File: src/rtl/xlt_va_check.sv
module xlt_va_check #(
  parameter int VA_W    = 48,
  parameter int VALID_W = 44,
  parameter int AMASK_W = 32,
  parameter int SIZE_W  = 2
) (
  input  logic [VA_W-1:0]   va_i,
  input  logic [SIZE_W-1:0] size_i,
  input  logic              amask_i,
  output logic              misalign_o,
  output logic [VA_W-1:0]   va_eff_o,
  output logic              range_err_o
);
  localparam int LOW_W = 1 << SIZE_W;
  localparam int HI_W  = VA_W - VALID_W + 1;

  logic [LOW_W-1:0] low_mask;
  logic [VA_W-1:0]  amask_vec;
  logic [HI_W-1:0]  hi_bits;

  assign low_mask   = (LOW_W'(1) << size_i) - LOW_W'(1);
  assign misalign_o = |(va_i[LOW_W-1:0] & low_mask);

  assign amask_vec = amask_i ? {{(VA_W-AMASK_W){1'b0}}, {AMASK_W{1'b1}}} : {VA_W{1'b1}};
  assign va_eff_o  = va_i & amask_vec;

  // canonical when the upper bits are a sign extension of bit VALID_W-1
  assign hi_bits     = va_eff_o[VA_W-1:VALID_W-1];
  assign range_err_o = !((&hi_bits) || !(|hi_bits));
endmodule

File: config.mk
export PLATFORM = sky130hd
export DESIGN_NAME = xlt_va_check
export DESIGN_NICKNAME = d
export VERILOG_FILES = /design/src/rtl/xlt_va_check.sv
export SDC_FILE = /design/constraint.sdc
export NUM_CORES = 1
export LEC_CHECK = 0
export BUFFER_PORTS_ARGS = -buffer_cell sky130_fd_sc_hd__buf_2
export CORE_ASPECT_RATIO = 0.9
export CORE_MARGIN = 10
export CORE_UTILIZATION = 21
export DETAILED_ROUTE_END_ITERATION = 10
export PLACE_DENSITY = 0.82
export RECOVER_POWER = 25
export SLEW_MARGIN = 0
export SYNTH_ARGS = -nofsm -noshare
export SYNTH_HDL_FRONTEND = slang
export SYNTH_SLANG_ARGS = --single-unit
File: constraint.sdc
create_clock -name vclk -period 0.8
set_input_delay 0.12 -clock vclk [all_inputs]
set_output_delay 0.12 -clock vclk [all_outputs]
set_load 0.01 [all_outputs]
==> summary.txt, run 1 <==
STA
  – Setup TNS: -0.04052 ns
  – Worst setup margin: -0.04052 ns
  – Slew @ Worst Pin: 0.2001 ns
  – Slew Viols, Final: 0
  – Hold Slack: 0.2400 ns
  – F_max: 1190 MHz
  – Fin crit share: 1.051
  – Post-layout min period: 0.8405 ns
  – Slew headroom: 0.8656
  – Final Hold Viols: 0
  – Final Setup Violations: 1
  – RSZ-0062 raised after global routing: true

Die
  – Core area: 1877 um^2
  – Die ar.: 4099 um^2
  – FP Rows: 15
  – Initial core utilization: 0.2167
  – IO Count: 101
  – Die Width: 66.39 um
  – Die Span Y: 61.75 um

Synth
  – Largest family of logic cells by synthesized area: buffers and inverters
  – Simple-gate share of the synthesized area: 0.2954
  – Cell taking the most area after synthesis: buf_4
  – Synth top area share: 0.5908
  – Syn. warnings: 0
  – Compound-Gate Fraction of Synth Area: 0.06769
  – Syn avg cell area: 7.011 um^2
  – Post-Syn Instances: 58
  – Register area share after synthesis: 0
  – Synthesized area: 406.6 um^2
  – Xor/xnor share of the synthesized area: 0
  – Area contributors post-synth: buf_4 59%, nor2b_1 23%, a211oi_2 3.1%
  – Mapped Nets: 109
  – Post-Synth Adder-Cell Area: 0
  – Mux share of post-synthesis cell area: 0
  – Yosys cell types: 10

Worst setup path
  – CP top delay family: simple AND/OR/NAND/NOR gates
  – CP cell instances: buf_8, nor4_4, a211oi_2, buf_2
  – CP Max Fanout: 3
  – CP Capture Type: output pin
  – Slowest-stage cell, CP: nor4_4
  – Max stage delay on crit path: 0.26 ns
  – Startpoint Class: primary input
  – Required time of the critical path: 0.68 ns
  – Critical path type: in2out
  – Crit path DAT: 0.72 ns
  – Buf/Inv on CP: 2

Drt
  – Vias/cell: 3.989
  – Pre-Repair DR Iteration Count: 1
  – Via Count: 375
  – Final wirelength: 1.272 mm
  – Antenna viol nets, final: 0
  – Number of DRC markers in iteration 0: 0
  – Wire per inst: 13.53 um
  – DRC: 0

Global route
  – GR Overflow Total: 0
  – M2 GR Usage: 0.09550
  – Initial antenna violation count: 0
  – Vias in the first global route: 407
  – Most Used Layer, Global Route: met2
  – GRT met3 Usage: 0.05376
  – First-pass GRT wire length: 1.856 mm
  – Total GRT Usage: 0.05467
  – Pin count of the biggest net entering global routing: 18
  – Met1 usage: 0.03535

Power
  – Peak VDD IR: 0.2836 mV
  – Static Leak: 0.2514 nW
  – Power density cells: 503.8 nW/um^2

Final layout
  – FFs & Latches: 0
  – Antenna diodes: 0
  – Final Cell Area: 440.4 um^2
  – Clock buffers: 0
  – Nets@finish: 122
  – Ratio of cells with drive above 1 in the final layout: 0.6667
  – Post-layout util: 0.2347
  – Register Area: 0 um^2
  – Commonest non-fill, non-tap cell in the layout: buf_2
  – Commonest cells after routing, fill and taps aside: 40 x buf_2, 15 x nor2b_1
  – Synthesis-to-finish area growth: 8.308%

Status
  – Run status: complete, but fails checks
  – Failing checks: negative setup slack

Clocking
  – Hold buffer count at cts: 0
  – Post CTS Setup Buffer Count: 0

Place
  – Placed Area: 409.1 um^2
  – Post-DP HPWL: 1.138 mm
  – Gpl congestion: 0.7148
  – IO buf count: 43

Hold path
  – Hold WC Path Type: in2out

Job
  – Max Cap Viol: 0
-- layout make-up --
type	instances	area, um^2
fillers	219	1436
multi-input cells	23	156.4
inverters	2	7.507
repair buffers	44	245.2
well taps	25	31.28
-- Yosys cell counts --
cell type / number
buf_4: 32
buf_6: 1
a21oi_1: 1
nor2_1: 2
inv_1: 2
nand4_1: 1
nor4_2: 1
nor2b_1: 15
a211oi_2: 1
o21ai_0: 2
-- power breakdown --
group / internal [mW] / total [mW] / switching [mW]
registers: 0 / 0 / 0
clock network: 0 / 0 / 0
logic: 0.117 / 0.222 / 0.105
-- what timing repair did --
action,CTS,global route
setup endpoints to repair,1,5
resized for setup,6,2
pin swaps,2,2
-- path summary, 6_finish.rpt --
path,endpoint,cells after the start,from,slack [ns]
worst max-delay path,range_err_o,4,va_i[44],-0.04
worst min-delay path,va_eff_o[14],0,va_i[14],0.24
-- per-layer routing --
layer  up-vias  wire (um)
li1        174          -
met1       148        340
met2        37        557
met3        16        328
met4         0         46
met5         -          0
-- cell families after synthesis --
family | Yosys count
buffers and inverters | 35
AND/OR/NAND/NOR | 19
AO/OA/AOI/OAI | 4
-- through the flow --
step / power, mW / instances / setup slack [ns]
5_1_grt: 0.2454 / 94 / -0.07689
3_3_place_gp: 0.2062 / 94 / -0.07907
2_1_floorplan: 0.2459 / 58 / 0.1666
3_5_place_dp: 0.2093 / 94 / -0.09460
6_report: 0.2219 / 94 / -0.04052
4_1_cts: 0.2233 / 94 / -0.05526
(Power assumes the default switching activity.)
==> inputs of run 2 (changes only) <==
Settings changed: CORE_UTILIZATION 21 to 23, PLACE_DENSITY 0.82 to 0.85.
Clock period 0.8 ns to 0.85 ns, I/O delays scaled along.
==> run 2 against run 1 <==
Critical path depth unchanged. Via count up 4.5%. The flow still finishes with violations (negative setup slack). Critical endpoint unchanged. Worst hold slack better by 0.015 ns. Flip-flop and latch count unchanged. Die area down 6.0%. Core utilization up 2.4 points.
==> summary.txt, run 2 (synthesis results as in run 1) <==
Job
  – Max Cap Viol: 0

Worst setup path
  – Buf/Inv on CP: 2
  – Slowest-stage cell, CP: nor4_4
  – Required time of the critical path: 0.72 ns
  – CP Capture Type: output pin
  – CP top delay family: buffers and inverters
  – Max stage delay on crit path: 0.26 ns
  – Crit path DAT: 0.74 ns
  – CP cell instances: buf_8, nor4_4, a211oi_2, buf_2
  – Startpoint Class: primary input
  – Critical path type: in2out
  – CP Max Fanout: 3

STA
  – Slew @ Worst Pin: 0.2754 ns
  – RSZ-0062 raised after global routing: true
  – Hold Slack: 0.2550 ns
  – F_max: 1152 MHz
  – Fin crit share: 1.022
  – Worst setup margin: -0.01832 ns
  – Final Setup Violations: 1
  – Slew headroom: 0.8164
  – Setup TNS: -0.01832 ns
  – Post-layout min period: 0.8683 ns
  – Slew Viols, Final: 0
  – Final Hold Viols: 0

Drt
  – DRC: 0
  – Via Count: 392
  – Final wirelength: 1.358 mm
  – Vias/cell: 4.261
  – Antenna viol nets, final: 0
  – Number of DRC markers in iteration 0: 9
  – Pre-Repair DR Iteration Count: 2
  – Wire per inst: 14.76 um

Die
  – Die ar.: 3852 um^2
  – Die Span Y: 59.89 um
  – Core area: 1682 um^2
  – FP Rows: 14
  – IO Count: 101
  – Initial core utilization: 0.2418
  – Die Width: 64.32 um

Final layout
  – Footprint of the multi-input gates: 156.4 um^2
  – Commonest non-fill, non-tap cell in the layout: buf_2
  – Final Cell Area: 435.4 um^2
  – Antenna diodes: 0
  – Ratio of cells with drive above 1 in the final layout: 0.6765
  – Synthesis-to-finish area growth: 7.077%
  – FFs & Latches: 0
  – Clock buffers: 0
  – Register Area: 0 um^2
  – Filler cells: 200
  – Nets@finish: 121
  – Commonest cells after routing, fill and taps aside: 40 x buf_2, 15 x nor2b_1, 2 x nor2_1, 2 x o21ai_0, 2 x buf_8
  – Post-Layout Cell Count: 92

Global route
  – GR Overflow Total: 0
  – Total GRT Usage: 0.05743
  – First-pass GRT wire length: 1.828 mm
  – Vias in the first global route: 387
  – Pin count of the biggest net entering global routing: 18
  – Initial antenna violation count: 0

Place
  – Gpl congestion: 0.8021
  – Placed Area: 400.4 um^2
  – Placed cell count: 92
  – IO buf count: 43
  – Pre-CTS WS: -0.07566 ns

Clocking
  – Post CTS Setup Buffer Count: 0
  – Hold buffer count at cts: 0

Hold path
  – Hold_sp: va_i[6]
  – WHS Endpoint: va_eff_o[6]
  – Worst hold stages: 0
  – Hold WC Path Type: in2out

Power
  – Static Leak: 0.2464 nW
  – Peak VDD IR: 0.1679 mV
  – Power density cells: 479.8 nW/um^2

Status
  – Failing checks: negative setup slack
  – Run status: complete, but fails checks
[run 2: area by class of cell]
class,count,share of cell area
tap,24,0.06897
inverter,2,0.01724
multi-input combinational,23,0.3592
timing repair buffer,43,0.5546
[run 2: worst max-delay path by stage]
stage,start,endpoint,cells past startpoint
finish,va_i[47],range_err_o,4
global route,va_i[47],range_err_o,4
CTS,va_i[43],range_err_o,4
detailed placement,va_i[46],range_err_o,4
global placement,va_i[46],range_err_o,4
floorplan,va_i[46],range_err_o,2
[run 2: routing by layer]
layer,part of all wire,GRT usage,up-vias
li1,-,-,168
met1,0.28,0.03938,164
met5,0,0,-
met4,0.038,0.03049,0
met3,0.23,0.04860,12
met2,0.45,0.1067,48
[run 2: repair_timing]
| item | in CTS | in global routing |
|---|---|---|
| setup endpoints to repair | 1 | 1 |
| pin swaps | 4 | 2 |
| resized for setup | 6 | 2 |
[run 2: through the flow]
stage                 util  total power, mW
floorplan                -           0.2314
global placement    0.2381           0.1921
detailed placement  0.2381           0.1954
CTS                 0.2567           0.2113
global route        0.2589           0.2322
finish              0.2589           0.2089
[run 2: where the power goes]
| part | switching [mW] | internal [mW] | leakage [nW] |
|---|---|---|---|
| Clock | 0 | 0 | 0 |
| Combinational | 0.0995 | 0.109 | 0.246 |
| Sequential | 0 | 0 | 0 |
| Total | 0.0995 | 0.109 | 0.246 |
==> inputs of run 3 (changes only) <==
Settings changed: CORE_ASPECT_RATIO 0.9 to unset.
==> run 3 against run 2 <==
The flow still finishes with violations (negative setup slack). Core utilization fell by 0.91 points. Non-clock buffer count did not move. Wire length rose by 16%. Worst hold slack did not move. Clock-buffer cell count did not move. Largest cell class unchanged.
==> summary.txt, run 3 (synthesis results as in run 1) <==
Status
  – Run status: complete, but fails checks
  – Failing checks: negative setup slack

Final layout
  – Footprint of the multi-input gates: 156.4 um^2
  – Commonest cells after routing, fill and taps aside: 41 x buf_2, 15 x nor2b_1, 2 x inv_1, 2 x nor2_1
  – Ratio of cells with drive above 1 in the final layout: 0.6618
  – Antenna diodes: 0
  – FFs & Latches: 0
  – Commonest non-fill, non-tap cell in the layout: buf_2
  – Synthesis-to-finish area growth: 4.923%
  – Post-layout util: 0.2498
  – Register Area: 0 um^2
  – Filler cells: 186
  – Nets@finish: 121
  – Clock buffers: 0
  – Post-Layout Cell Count: 93

Drt
  – Number of DRC markers in iteration 0: 19
  – Wire per inst: 16.95 um
  – Pre-Repair DR Iteration Count: 2
  – Via Count: 385
  – Antenna viol nets, final: 0
  – Final wirelength: 1.576 mm
  – Vias/cell: 4.140
  – DRC: 0

Die
  – Core area: 1708 um^2
  – Die Width: 62.05 um
  – Die ar.: 3850 um^2
  – Initial core utilization: 0.2381
  – FP Rows: 15
  – IO Count: 101
  – Die Span Y: 62.05 um

Worst setup path
  – Startpoint Class: primary input
  – CP Capture Type: output pin
  – CP Max Fanout: 3
  – Required time of the critical path: 0.72 ns
  – Critical path type: in2out
  – Crit path DAT: 0.74 ns

Hold path
  – Hold_sp: va_i[14]
  – WHS Endpoint: va_eff_o[14]
  – Worst hold stages: 0
  – Hold WC Path Type: in2out

STA
  – Hold Slack: 0.2550 ns
  – F_max: 1154 MHz
  – Slew Viols, Final: 0
  – Post-layout min period: 0.8668 ns
  – RSZ-0062 raised after global routing: true
  – Worst setup margin: -0.01680 ns
  – Fin crit share: 1.020
  – Slew @ Worst Pin: 0.2867 ns
  – Final Hold Viols: 0
  – Slew headroom: 0.8089
  – Final Setup Violations: 1

Global route
  – Met1 usage: 0.04909
  – First-pass GRT wire length: 2.049 mm
  – Vias in the first global route: 416
  – M2 GR Usage: 0.1082
  – Total GRT Usage: 0.06790
  – Initial antenna violation count: 0
  – Pin count of the biggest net entering global routing: 18
  – GR Overflow Total: 0
  – GRT met3 Usage: 0.06911
  – Most Used Layer, Global Route: met2

Power
  – Static Leak: 0.2446 nW
  – Design Power: 0.2072 mW
  – Peak VDD IR: 0.1578 mV
  – Power density cells: 485.6 nW/um^2

Clocking
  – Hold buffer count at cts: 0
  – Post CTS Setup Buffer Count: 0

Place
  – IO buf count: 43
  – Gpl congestion: 0.6237
  – Post-DP HPWL: 1.387 mm
  – Placed cell count: 93
  – Pre-CTS WS: -0.06643 ns

Job
  – Max Cap Viol: 0
## run 3: per-layer routing
layer	wire (um)	part of all wire
met1	411	0.26
met2	537	0.34
met3	537	0.34
met4	91	0.058
met5	0	0
## run 3: layout make-up
class	count	share of cell area
Inverter	2	0.01760
Multi-Input combinational cell	23	0.3666
Tap cell	25	0.07331
Timing Repair Buffer	43	0.5425
## run 3: timing repair
item,CTS,global route
endpoints found under the setup margin,1,2
gates resized for setup,6,1
pin swaps,2,1
## run 3: critical path, stage by stage
cell,delay [ns]
buf_8,0.10
nor4_4,0.26
a211oi_2,0.09
buf_2,0.15
## run 3: power breakdown
group          total, mW  internal (mW)  leakage [nW]  switching, mW
Clock                  0              0             0              0
Combinational      0.207          0.105         0.245          0.102
Sequential             0              0             0              0
## run 3: how the worst max path moves through the flow
stage / startpoint / endpoint / slack, ns / cells after the start
after floorplan: va_i[46] / range_err_o / 0.20 / 2
after global placement: va_i[46] / range_err_o / -0.04 / 4
after detailed placement: va_i[46] / range_err_o / -0.07 / 4
after CTS: va_i[43] / range_err_o / -0.02 / 4
after global routing: va_i[43] / range_err_o / -0.05 / 4
final: va_i[43] / range_err_o / -0.02 / 4
## run 3: per-stage QoR
step                      area, um^2  TNS (ns)
final                          426.7  -0.01680
after global routing           426.7  -0.05023
after CTS                      426.7  -0.02169
after detailed placement       401.6  -0.06643
after global placement         401.6  -0.04496
after floorplan                406.6         0
